## src/rtl/flash_cmd_pkg.sv

```systemverilog
package flash_cmd_pkg;

   typedef enum logic [2:0] {
      ST_READ,
      ST_IDENT,
      ST_PSETUP,
      ST_ESETUP,
      ST_VERIFY,
      ST_PBUSY,
      ST_EBUSY
   } fcd_state_e;

   localparam logic [7:0] CMD_PROG_SETUP  = 8'h11;
   localparam logic [7:0] CMD_ERASE_SETUP = 8'h22;
   localparam logic [7:0] CMD_ERASE_GO    = 8'hDD;
   localparam logic [7:0] CMD_ABORT       = 8'hFF;
   localparam logic [7:0] CMD_ATTR        = 8'h88;
   localparam logic [7:0] CMD_IDENT       = 8'h99;
   localparam logic [7:0] CMD_VERIFY      = 8'hAA;

   localparam logic [7:0] ID_MAKER  = 8'hBF;
   localparam logic [7:0] ID_DEVICE = 8'h11;

endpackage

```

## src/rtl/fcd_strobe_filter.sv

```systemverilog
module fcd_strobe_filter #(
   parameter int ADDR_W  = 20,
   parameter int DATA_W  = 8,
   parameter int MIN_LOW = 3
) (
   input  logic              clk,
   input  logic              rst_n,
   input  logic              wr_n,
   input  logic [ADDR_W-1:0] addr,
   input  logic [DATA_W-1:0] wdata,
   output logic              stb,
   output logic [ADDR_W-1:0] stb_addr,
   output logic [DATA_W-1:0] stb_data
);

   always_ff @(posedge clk or negedge rst_n) begin
      if (!rst_n) begin
         stb_addr <= '0;
         stb_data <= '0;
      end else if (!wr_n) begin
         stb_addr <= addr;
         stb_data <= wdata;
      end
   end

   generate
      if (MIN_LOW == 1) begin : g_edge
         logic low_q;
         always_ff @(posedge clk or negedge rst_n) begin
            if (!rst_n) begin
               low_q <= 1'b0;
               stb   <= 1'b0;
            end else begin
               low_q <= !wr_n;
               stb   <= wr_n && low_q;
            end
         end
      end else begin : g_count
         localparam int CW = $clog2(MIN_LOW + 1);
         localparam logic [CW-1:0] FULL = CW'(MIN_LOW);
         logic [CW-1:0] low_cnt;
         always_ff @(posedge clk or negedge rst_n) begin
            if (!rst_n) begin
               low_cnt <= '0;
               stb     <= 1'b0;
            end else begin
               stb <= wr_n && (low_cnt == FULL);
               if (wr_n)
                  low_cnt <= '0;
               else if (low_cnt != FULL)
                  low_cnt <= low_cnt + 1'b1;
            end
         end
      end
   endgenerate

endmodule

```

## src/rtl/fcd_op_timer.sv

```systemverilog
module fcd_op_timer #(
   parameter int PROG_TICKS  = 4,
   parameter int ERASE_TICKS = 8
) (
   input  logic clk,
   input  logic rst_n,
   input  logic run,
   input  logic is_erase,
   input  logic tick,
   output logic done
);

   localparam int MAXT = (PROG_TICKS > ERASE_TICKS) ? PROG_TICKS : ERASE_TICKS;
   localparam int TW   = $clog2(MAXT + 1);
   localparam logic [TW-1:0] P_LAST = TW'(PROG_TICKS - 1);
   localparam logic [TW-1:0] E_LAST = TW'(ERASE_TICKS - 1);

   logic [TW-1:0] tcnt;
   logic [TW-1:0] last;

   assign last = is_erase ? E_LAST : P_LAST;
   assign done = run && tick && (tcnt == last);

   always_ff @(posedge clk or negedge rst_n) begin
      if (!rst_n)
         tcnt <= '0;
      else if (!run)
         tcnt <= '0;
      else if (tick)
         tcnt <= tcnt + 1'b1;
   end

endmodule

```

## src/rtl/fcd_read_mux.sv

```systemverilog
module fcd_read_mux
   import flash_cmd_pkg::*;
#(
   parameter int ADDR_W = 20,
   parameter int DATA_W = 8
) (
   input  fcd_state_e        st,
   input  logic [ADDR_W-1:0] addr,
   input  logic [ADDR_W-1:0] op_addr,
   input  logic [DATA_W-1:0] op_data,
   input  logic [DATA_W-1:0] arr_rdata,
   input  logic              tog,
   output logic [DATA_W-1:0] rd_val
);

   logic hit;
   assign hit = (addr == op_addr);

   always_comb begin
      rd_val = arr_rdata;
      unique case (st)
         ST_IDENT: begin
            if (addr == '0)
               rd_val = ID_MAKER;
            else if (addr == ADDR_W'(1))
               rd_val = ID_DEVICE;
            else
               rd_val = '0;
         end
         ST_PBUSY, ST_EBUSY: begin
            if (hit) begin
               rd_val[7] = ~op_data[7];
               rd_val[3] = ~op_data[3];
            end
            rd_val[6] = tog;
            rd_val[2] = tog;
         end
         default: rd_val = arr_rdata;
      endcase
   end

endmodule

```

## src/rtl/flash_cmd_decoder.sv

```systemverilog
module flash_cmd_decoder
   import flash_cmd_pkg::*;
#(
   parameter int ADDR_W      = 20,
   parameter int DATA_W      = 8,
   parameter int MIN_LOW     = 3,
   parameter int PROG_TICKS  = 4,
   parameter int ERASE_TICKS = 8
) (
   input  logic              clk,
   input  logic              rst_n,
   input  logic              wr_n,
   input  logic              rd_en,
   input  logic [ADDR_W-1:0] addr,
   input  logic [DATA_W-1:0] wdata,
   input  logic              wr_allow,
   input  logic              attr_pin,
   input  logic              tick,
   input  logic [DATA_W-1:0] arr_rdata,
   output logic [DATA_W-1:0] rdata,
   output logic              ready,
   output logic              attr_sel,
   output logic              margin_rd,
   output logic              arr_prog,
   output logic              arr_erase,
   output logic [ADDR_W-1:0] arr_addr,
   output logic [DATA_W-1:0] arr_data
);

   generate
      if (DATA_W != 8) begin : g_bad_width
         $error("flash_cmd_decoder: DATA_W must be 8");
      end
      if (MIN_LOW < 1) begin : g_bad_low
         $error("flash_cmd_decoder: MIN_LOW must be at least 1");
      end
      if (PROG_TICKS < 1 || ERASE_TICKS < 1) begin : g_bad_ticks
         $error("flash_cmd_decoder: tick counts must be at least 1");
      end
   endgenerate

   fcd_state_e        st;
   logic              stb;
   logic [ADDR_W-1:0] w_addr;
   logic [DATA_W-1:0] w_data;
   logic              acc;
   logic              busy;
   logic              tm_done;
   logic              attr_q;
   logic              tog;
   logic [ADDR_W-1:0] op_addr;
   logic [DATA_W-1:0] op_data;
   logic [DATA_W-1:0] rd_val;

   fcd_strobe_filter #(
      .ADDR_W (ADDR_W),
      .DATA_W (DATA_W),
      .MIN_LOW(MIN_LOW)
   ) u_filt (
      .clk     (clk),
      .rst_n   (rst_n),
      .wr_n    (wr_n),
      .addr    (addr),
      .wdata   (wdata),
      .stb     (stb),
      .stb_addr(w_addr),
      .stb_data(w_data)
   );

   assign busy = (st == ST_PBUSY) || (st == ST_EBUSY);
   assign acc  = stb && wr_allow;

   fcd_op_timer #(
      .PROG_TICKS (PROG_TICKS),
      .ERASE_TICKS(ERASE_TICKS)
   ) u_tmr (
      .clk     (clk),
      .rst_n   (rst_n),
      .run     (busy),
      .is_erase(st == ST_EBUSY),
      .tick    (tick),
      .done    (tm_done)
   );

   fcd_read_mux #(
      .ADDR_W(ADDR_W),
      .DATA_W(DATA_W)
   ) u_rmux (
      .st       (st),
      .addr     (addr),
      .op_addr  (op_addr),
      .op_data  (op_data),
      .arr_rdata(arr_rdata),
      .tog      (tog),
      .rd_val   (rd_val)
   );

   always_ff @(posedge clk or negedge rst_n) begin
      if (!rst_n) begin
         st        <= ST_READ;
         attr_q    <= 1'b0;
         tog       <= 1'b0;
         rdata     <= '0;
         op_addr   <= '0;
         op_data   <= '0;
         arr_prog  <= 1'b0;
         arr_erase <= 1'b0;
         arr_addr  <= '0;
         arr_data  <= '0;
      end else begin
         arr_prog  <= 1'b0;
         arr_erase <= 1'b0;

         if (rd_en) begin
            rdata <= rd_val;
            if (busy)
               tog <= ~tog;
            if (st == ST_VERIFY)
               st <= ST_READ;
         end

         if (busy && tm_done)
            st <= ST_READ;

         if (acc) begin
            unique case (st)
               ST_PSETUP: begin
                  if (w_data == CMD_ABORT) begin
                     st     <= ST_READ;
                     attr_q <= 1'b0;
                  end else begin
                     st       <= ST_PBUSY;
                     tog      <= 1'b0;
                     op_addr  <= w_addr;
                     op_data  <= w_data;
                     arr_prog <= 1'b1;
                     arr_addr <= w_addr;
                     arr_data <= w_data;
                  end
               end
               ST_ESETUP: begin
                  if (w_data == CMD_ERASE_GO) begin
                     st        <= ST_EBUSY;
                     tog       <= 1'b0;
                     op_addr   <= w_addr;
                     op_data   <= '1;
                     arr_erase <= 1'b1;
                     arr_addr  <= w_addr;
                  end else begin
                     st <= ST_READ;
                     if (w_data == CMD_ABORT)
                        attr_q <= 1'b0;
                  end
               end
               ST_PBUSY, ST_EBUSY: begin
                  if (w_data == CMD_ABORT) begin
                     st     <= ST_READ;
                     attr_q <= 1'b0;
                  end
               end
               default: begin
                  unique case (w_data)
                     CMD_PROG_SETUP:  st <= ST_PSETUP;
                     CMD_ERASE_SETUP: st <= ST_ESETUP;
                     CMD_IDENT:       st <= ST_IDENT;
                     CMD_VERIFY:      st <= ST_VERIFY;
                     CMD_ATTR: begin
                        st     <= ST_READ;
                        attr_q <= 1'b1;
                     end
                     CMD_ABORT: begin
                        st     <= ST_READ;
                        attr_q <= 1'b0;
                     end
                     default: ;
                  endcase
               end
            endcase
         end
      end
   end

   assign ready     = !busy;
   assign attr_sel  = attr_q || attr_pin;
   assign margin_rd = (st == ST_VERIFY);

endmodule

```

## config.mk

```make
export PLATFORM = sky130hd
export DESIGN_NAME = flash_cmd_decoder
export DESIGN_NICKNAME = d
export VERILOG_FILES = /design/src/rtl/flash_cmd_pkg.sv /design/src/rtl/fcd_strobe_filter.sv /design/src/rtl/fcd_op_timer.sv /design/src/rtl/fcd_read_mux.sv /design/src/rtl/flash_cmd_decoder.sv
export SDC_FILE = /design/constraint.sdc
export NUM_CORES = 1
export LEC_CHECK = 0
export BUFFER_PORTS_ARGS = -buffer_cell sky130_fd_sc_hd__buf_4
export CAP_MARGIN = 25
export CORE_MARGIN = 2
export CORE_UTILIZATION = 59
export CTS_CLUSTER_SIZE = 14
export DETAILED_ROUTE_END_ITERATION = 16
export PLACE_DENSITY = 0.86
export SETUP_SLACK_MARGIN = 0.2
export SLEW_MARGIN = 20
export SYNTH_ARGS = -nofsm -noshare
export SYNTH_HDL_FRONTEND = slang
export SYNTH_SLANG_ARGS = --single-unit
```

## constraint.sdc

```tcl
create_clock -name clk -period 6.25 [get_ports clk]
set_clock_uncertainty 0.1 [all_clocks]
set_input_delay 0 -clock clk [delete_from_list [all_inputs] [get_ports clk]]
set_output_delay 0 -clock clk [all_outputs]
set_load 0.02 [all_outputs]
```

### After elaboration in Yosys (flattened, before gate mapping)

Index checks and enable logic that the tools add are counted.

* bits in registers: 86
* input bits: 43
* output and inout bits: 41
* logic and storage cells: 104

* add/subtract/negate cells: 2
* equality and inequality tests: 22
* multiplexer cells: 44
* bitwise logic cells: 4
* reduce and logical (&&, ||, !) cells: 18

Operator list (number)
* equality test 8 bit (second input constant): 5
* two-way mux 20 bit: 2
* one-hot mux 20 bit (2 select lines): 1
* two-way mux 3 bit: 8
* two-way mux 8 bit: 3
* equality test 20 x 1 -> 1 bit (second input constant): 1
* equality test 20 bit: 1
* logical NOT 20 bit: 1
* one-hot mux 8 bit (2 select lines): 1
* two-way mux 1 bit: 15
* one-hot mux 3 bit (5 select lines): 1
* != test 2 bit (second input constant): 5
* equality test 3 bit (second input constant): 3
* one-hot mux 3 bit (3 select lines): 1
* equality test 8 x 5 -> 1 bit (second input constant): 1
* equality test 8 x 6 -> 1 bit (second input constant): 1
* two-way mux 2 bit: 4
* two-way mux 4 bit: 2
* one-hot mux 2 bit (2 select lines): 2
* equality test 3 x 2 -> 1 bit (second input constant): 2
* one-hot mux 1 bit (2 select lines): 3
* AND reduction 3 bit: 2
* logical AND 1 bit: 5
* two-way mux 5 bit: 1
* 13 further kinds: 19

### Longest topological paths before layout

* depth in word-level cells: 9
* gate-level depth with buffers: 7
* gate-level depth less buffers: 6

### Cells and area by module

A second synthesis with hierarchy kept.

* cell total of the unflattened synthesis: 344
* area total of the unflattened synthesis: 4154.0 um2

Modules (own cells, without submodules)
* flash_cmd_decoder: times used 1, cells an instance 191, area an instance 2299.7 um2, sequential area each 1276.2 um2
* fcd_strobe_filter: times used 1, cells an instance 68, area an instance 1169.9 um2, sequential area each 775.7 um2
* fcd_read_mux: times used 1, cells an instance 64, area an instance 464.2 um2, sequential area each 0.0 um2
* fcd_op_timer: times used 1, cells an instance 21, area an instance 220.2 um2, sequential area each 100.1 um2

### Worst setup path before layout

No wires, ideal clock.

* path kind: flip-flop to flip-flop
* start: reg st[0]
* end: reg tog
* library setup time: 0.119 ns
* arrival: 1.864 ns
* data required time: 6.031 ns
* slack: 4.167 ns
* cell stages (with the launch flop): 8
* buffers on the path: 1
* clock period less this slack: 2.083 ns
* cells stage by stage: dfrtp_1 -> buf_2 -> nor2b_1 -> o21ai_1 -> inv_1 -> ha_1 -> mux2i_1 -> nor2_1

* cells in the longest elaborated chain, start to end: 7
* elaborated cells between the ends (all ways): 11
* those cells by class: eq/ne (4); mux (6); reduce/logical (1)

Ends and longest elaborated chain
* start, declared: RTL line flash_cmd_decoder.sv:42 `fcd_state_e st;`
* start signal, assigned: RTL line flash_cmd_decoder.sv:100 `st <= ST_READ;`
* start signal, assigned: RTL line flash_cmd_decoder.sv:119 `st <= ST_READ;`
* start signal, assigned: RTL line flash_cmd_decoder.sv:123 `st <= ST_READ;`
* equality test 3 bit: RTL line flash_cmd_decoder.sv:70 `assign busy = (st == ST_PBUSY) || (st == ST_EBUSY);`
* logical OR 1 bit: RTL line flash_cmd_decoder.sv:70
* two-way mux 1 bit: RTL line flash_cmd_decoder.sv:116 `if (busy)`
* two-way mux 1 bit: RTL line flash_cmd_decoder.sv:114 `if (rd_en) begin`
* two-way mux 1 bit, on equally long branches: RTL line flash_cmd_decoder.sv:142, flash_cmd_decoder.sv:128
* one-hot mux 1 bit (2 select lines): RTL line flash_cmd_decoder.sv:126 `unique case (st)`
* two-way mux 1 bit (*): RTL line flash_cmd_decoder.sv:125 `if (acc) begin`
* end signal, assigned: RTL line flash_cmd_decoder.sv:117 `tog <= ~tog;`
* end, declared: RTL line flash_cmd_decoder.sv:50 `logic tog;`

Every way passes the cells marked *; elsewhere a longest branch is shown, timed or not.
A chain may end at the register's enable or synchronous reset.

### Worst setup path in the final report

* start: reg st[1]
* end: reg rdata[2]

* cells in the longest elaborated chain, start to end: 3
* elaborated cells between the ends (all ways): 5
* those cells by class: eq/ne (3); mux (1); reduce/logical (1)

Ends and longest elaborated chain
* equality test 3 bit: RTL line fcd_read_mux.sv:21 `unique case (st)`
* OR reduction 2 bit: RTL line fcd_read_mux.sv:21
* one-hot mux 2 bit (2 select lines) (*): RTL line fcd_read_mux.sv:21
* end signal, assigned: RTL line flash_cmd_decoder.sv:115 `rdata <= rd_val;`
* end, declared: RTL line flash_cmd_decoder.sv:20 `output logic [DATA_W-1:0] rdata,`

Marked as above.

==> metrics.md <==
| Metric | Value |
|---|---|
| Status | `finished clean` |
| Hold Path Class | `in2reg` |
| RSZ-0062 raised after global routing | `no` |
| Final setup TNS | `0 ps` |
| Max-cap violations | `0` |
| Synth Warn # | `0` |
| Most frequent cells in the layout | `buf_4 (83), dfrtp_1 (80), mux2_2 (50), dlygate4sd3_1 (45), xor2_1 (24)` |
| Setup Crit Path Kind | `reg2reg` |
| VDD IR max | `0.190 mV` |
| Crit-path max cell delay | `660 ps` |
| CTS tree | `yes` |
| Hold WS | `9.34 ps` |
| Fmax | `365 MHz` |
| # fillers | `361` |
| PortBufs | `83` |
| Avg Vias per Cell | `5.77` |
| Part of the power in registers | `51.2%` |
| CTS Root Cell | `clkbuf_8` |
| Post-synthesis cell count | `324` |
| DRT iter0 DRCs | `272` |
| Clock power frac | `35.7%` |
| Sequential area share after synthesis | `51.6%` |
| Number of global-route vias before repair | `3247` |
| Area grow syn2layout | `33.7%` |
| Mapped cell area | `3880 um^2` |
| Most used DFF post-synth | `dfrtp_1` |
| Grt ovf | `0` |
| Yosys reg bits | `80` |
| EDFF count, synth | `0` |
| Largest net degree at the start of global routing | `81` |
| Final Critical Period | `2740 ps` |
| Number of antenna violations at the first check in global routing | `0` |
| GPL Wtd Cong | `0.905` |
| Sw Share | `26.7%` |
| Critical-path cell list | `nor2b_1, o21ai_1, inv_1, ha_1, mux2i_1, a31oi_1, dlygate4sd3_1` |
| Final wirelength | `9.68 mm` |
| CP Data Required Time | `6390 ps` |
| Wire per inst | `18.2 um` |
| Max Slew Vio Count | `0` |
| Crit share post-route | `43.8%` |
| Remaining DRCs | `0` |
| PwrDens | `214 nW/um^2` |
| N_diodes | `0` |
| Post-Syn Nets | `370` |
| Combinational power share | `13.0%` |
| Final ANT Viol Nets | `0` |
| Final Hold Fails | `0` |
| Syn avg cell area | `12.0 um^2` |
| Top Ports | `84` |
| Final HPWL DP | `6.07 mm` |
| Via count | `3076` |
| Leading cell type in the layout, fill and taps excluded | `buf_4` |
| Die height | `85.1 um` |
| Worst setup margin | `3510 ps` |
| TritonCTS Buffers | `9` |
| Setup WS pre-CTS | `4080 ps` |
| Worst path slowest cell | `dfrtp_1` |
| Max Root-Sink Buffers | `2` |
| Slew headroom | `50.9%` |
| Post-CTS setup buffer count | `0` |
| Clk pin slew, worst setup/hold paths | `90 ps` |
| Cell Area, Placed | `4530 um^2` |
| Finish-stage setup viols | `0` |
| Leak | `2.46 nW` |
| Reg2Reg Setup Slack | `3510 ps` |
| P_sw | `0.297 mW` |
| Final instance area | `5190 um^2` |
| First-pass GRT wire length | `16.0 mm` |
| Initial Util | `61.1%` |
| Crit-path max FO | `18` |
| Die area | `7240 um^2` |
| # nets final | `497` |
| Worst Path Arrival | `2890 ps` |
| Pin slew with the least headroom to its limit | `731 ps` |
| Internal power | `0.815 mW` |
| GRT Total Usage | `28.6%` |
| Critical Path Sink Type | `register` |
| Distinct cells, synth | `51` |
| Latest clock arrival within the worst-skew pair | `360 ps` |
| Row count | `29` |
| Crit start category | `register` |
| Clk sinks | `80` |
| Post-synth ARST share | `100%` |
| Layout cells sized above 1 | `35.5%` |
| DR pass1 iterations | `4` |
| CTS H-tree depth | `3` |
| Placeable core area | `6350 um^2` |
| Die W | `85.1 um` |
[power by group through the flow]
| stage | Clock [mW] | Sequential, mW | Combinational [mW] |
|---|---|---|---|
| 2_1_floorplan | 0 | 0.577 | 0.0600 |
| 3_3_place_gp | 0 | 0.576 | 0.113 |
| 3_5_place_dp | 0 | 0.579 | 0.117 |
| 4_1_cts | 0.400 | 0.569 | 0.143 |
| 5_1_grt | 0.422 | 0.573 | 0.158 |
| 6_report | 0.398 | 0.570 | 0.145 |
[stage by stage]
stage                     power, mW  instances  util (%)
after CTS                      1.11        533      81.7
after global routing           1.15        533      81.7
after floorplan               0.637        324         -
final                          1.11        533      81.7
after global placement        0.690        472      71.4
after detailed placement      0.696        472      71.4
[flip-flops by register name (all words and copies together) (netlist names), 2 cells and up]
signal and count:
rdata 8, op_addr 20, op_data 2, u_filt.stb_data 8, st 3, u_tmr.tcnt 4
u_filt.stb_addr 20, u_filt.g_count.low_cnt 2, arr_data 8
[critical path: cells and delay by family, from the launching register on]
kind / cells / cell delay (ps)
fa+ha+maj: 1 / 240
buf+inv: 2 / 680
simple gates: 1 / 160
flops: 1 / 660
mux: 1 / 130
compound gates: 2 / 660
[repair_timing]
action	in CTS	in global routing
hold buffers	45	0
resized for setup	0	0
hold endpoints to repair	125	0
[logic make-up after synthesis]
kind of cell,synth area share (%)
buffers and inverters,2.42
adders and majority gates,0.968
and+or+nand+nor,13.3
DFF,51.6
AOI/OAI and AO/OA,8.03
xor gates and xnor gates,5.87
muxes,17.8
[final timing paths]
check | end | from | cells past startpoint
setup / recovery | rdata[2]$_DFFE_PN0P_ | st[1]$_DFF_PN0_ | 7
hold / removal | rdata[3]$_DFFE_PN0P_ | arr_rdata[3] | 4
setup reg to reg | rdata[2]$_DFFE_PN0P_ | st[1]$_DFF_PN0_ | 7
hold reg to reg | op_addr[19]$_DFFE_PN0P_ | u_filt.stb_addr[19]$_DFFE_PN0N_ | 1
max in group asynchronous | u_filt.stb_addr[1]$_DFFE_PN0N_ | rst_n | 2
min in group asynchronous | arr_erase$_DFF_PN0_ | rst_n | 2
[final cells by class]
class	instances	area (um^2)	area share [%]
Inverter	5	18.8	0.362
Sequential cell	80	2000	38.6
Timing Repair Buffer	129	1080	20.9
Clock buffer	9	124	2.39
Clock inverter	7	78.8	1.52
Multi-Input combinational cell	226	1780	34.4
Tap cell	77	96.3	1.86
[cell usage after synthesis (2+ instances only)]
cell	n	area, um^2
xor2_1	24	210
nor4_4	2	42.5
mux2_1	6	67.6
xnor2_1	2	17.5
and2_1	2	12.5
a21oi_1	11	55.1
dfrtp_1	80	2000
nand4_1	5	31.3
buf_2	2	10.0
nand3_1	3	15.0
and4_1	2	17.5
nor2b_1	2	12.5
and3_1	3	18.8
ha_1	3	37.5
clkbuf_1	3	11.3
o21ai_0	8	40.0
nor3_1	2	10.0
a211oi_1	2	15.0
mux2i_1	6	60.1
nor3b_1	3	22.5
o221ai_1	4	35.0
nand2_1	17	63.8
and4bb_2	2	25.0
nor4_1	11	68.8
a31oi_1	7	43.8
or2_2	3	18.8
or3_1	3	18.8
nor2_1	23	86.3
inv_1	5	18.8
mux2_2	50	563
buf_6	3	33.8
a22oi_1	3	22.5
buf_1	4	15.0
[routing by layer]
layer	GRT usage [%]	wire, um	vias up
li1	-	-	1437
met5	0	0	-
met1	36.3	3850	1528
met2	47.8	5050	94
met3	7.59	622	17
met4	9.67	163	0
Power figures use the tool's default switching activity.
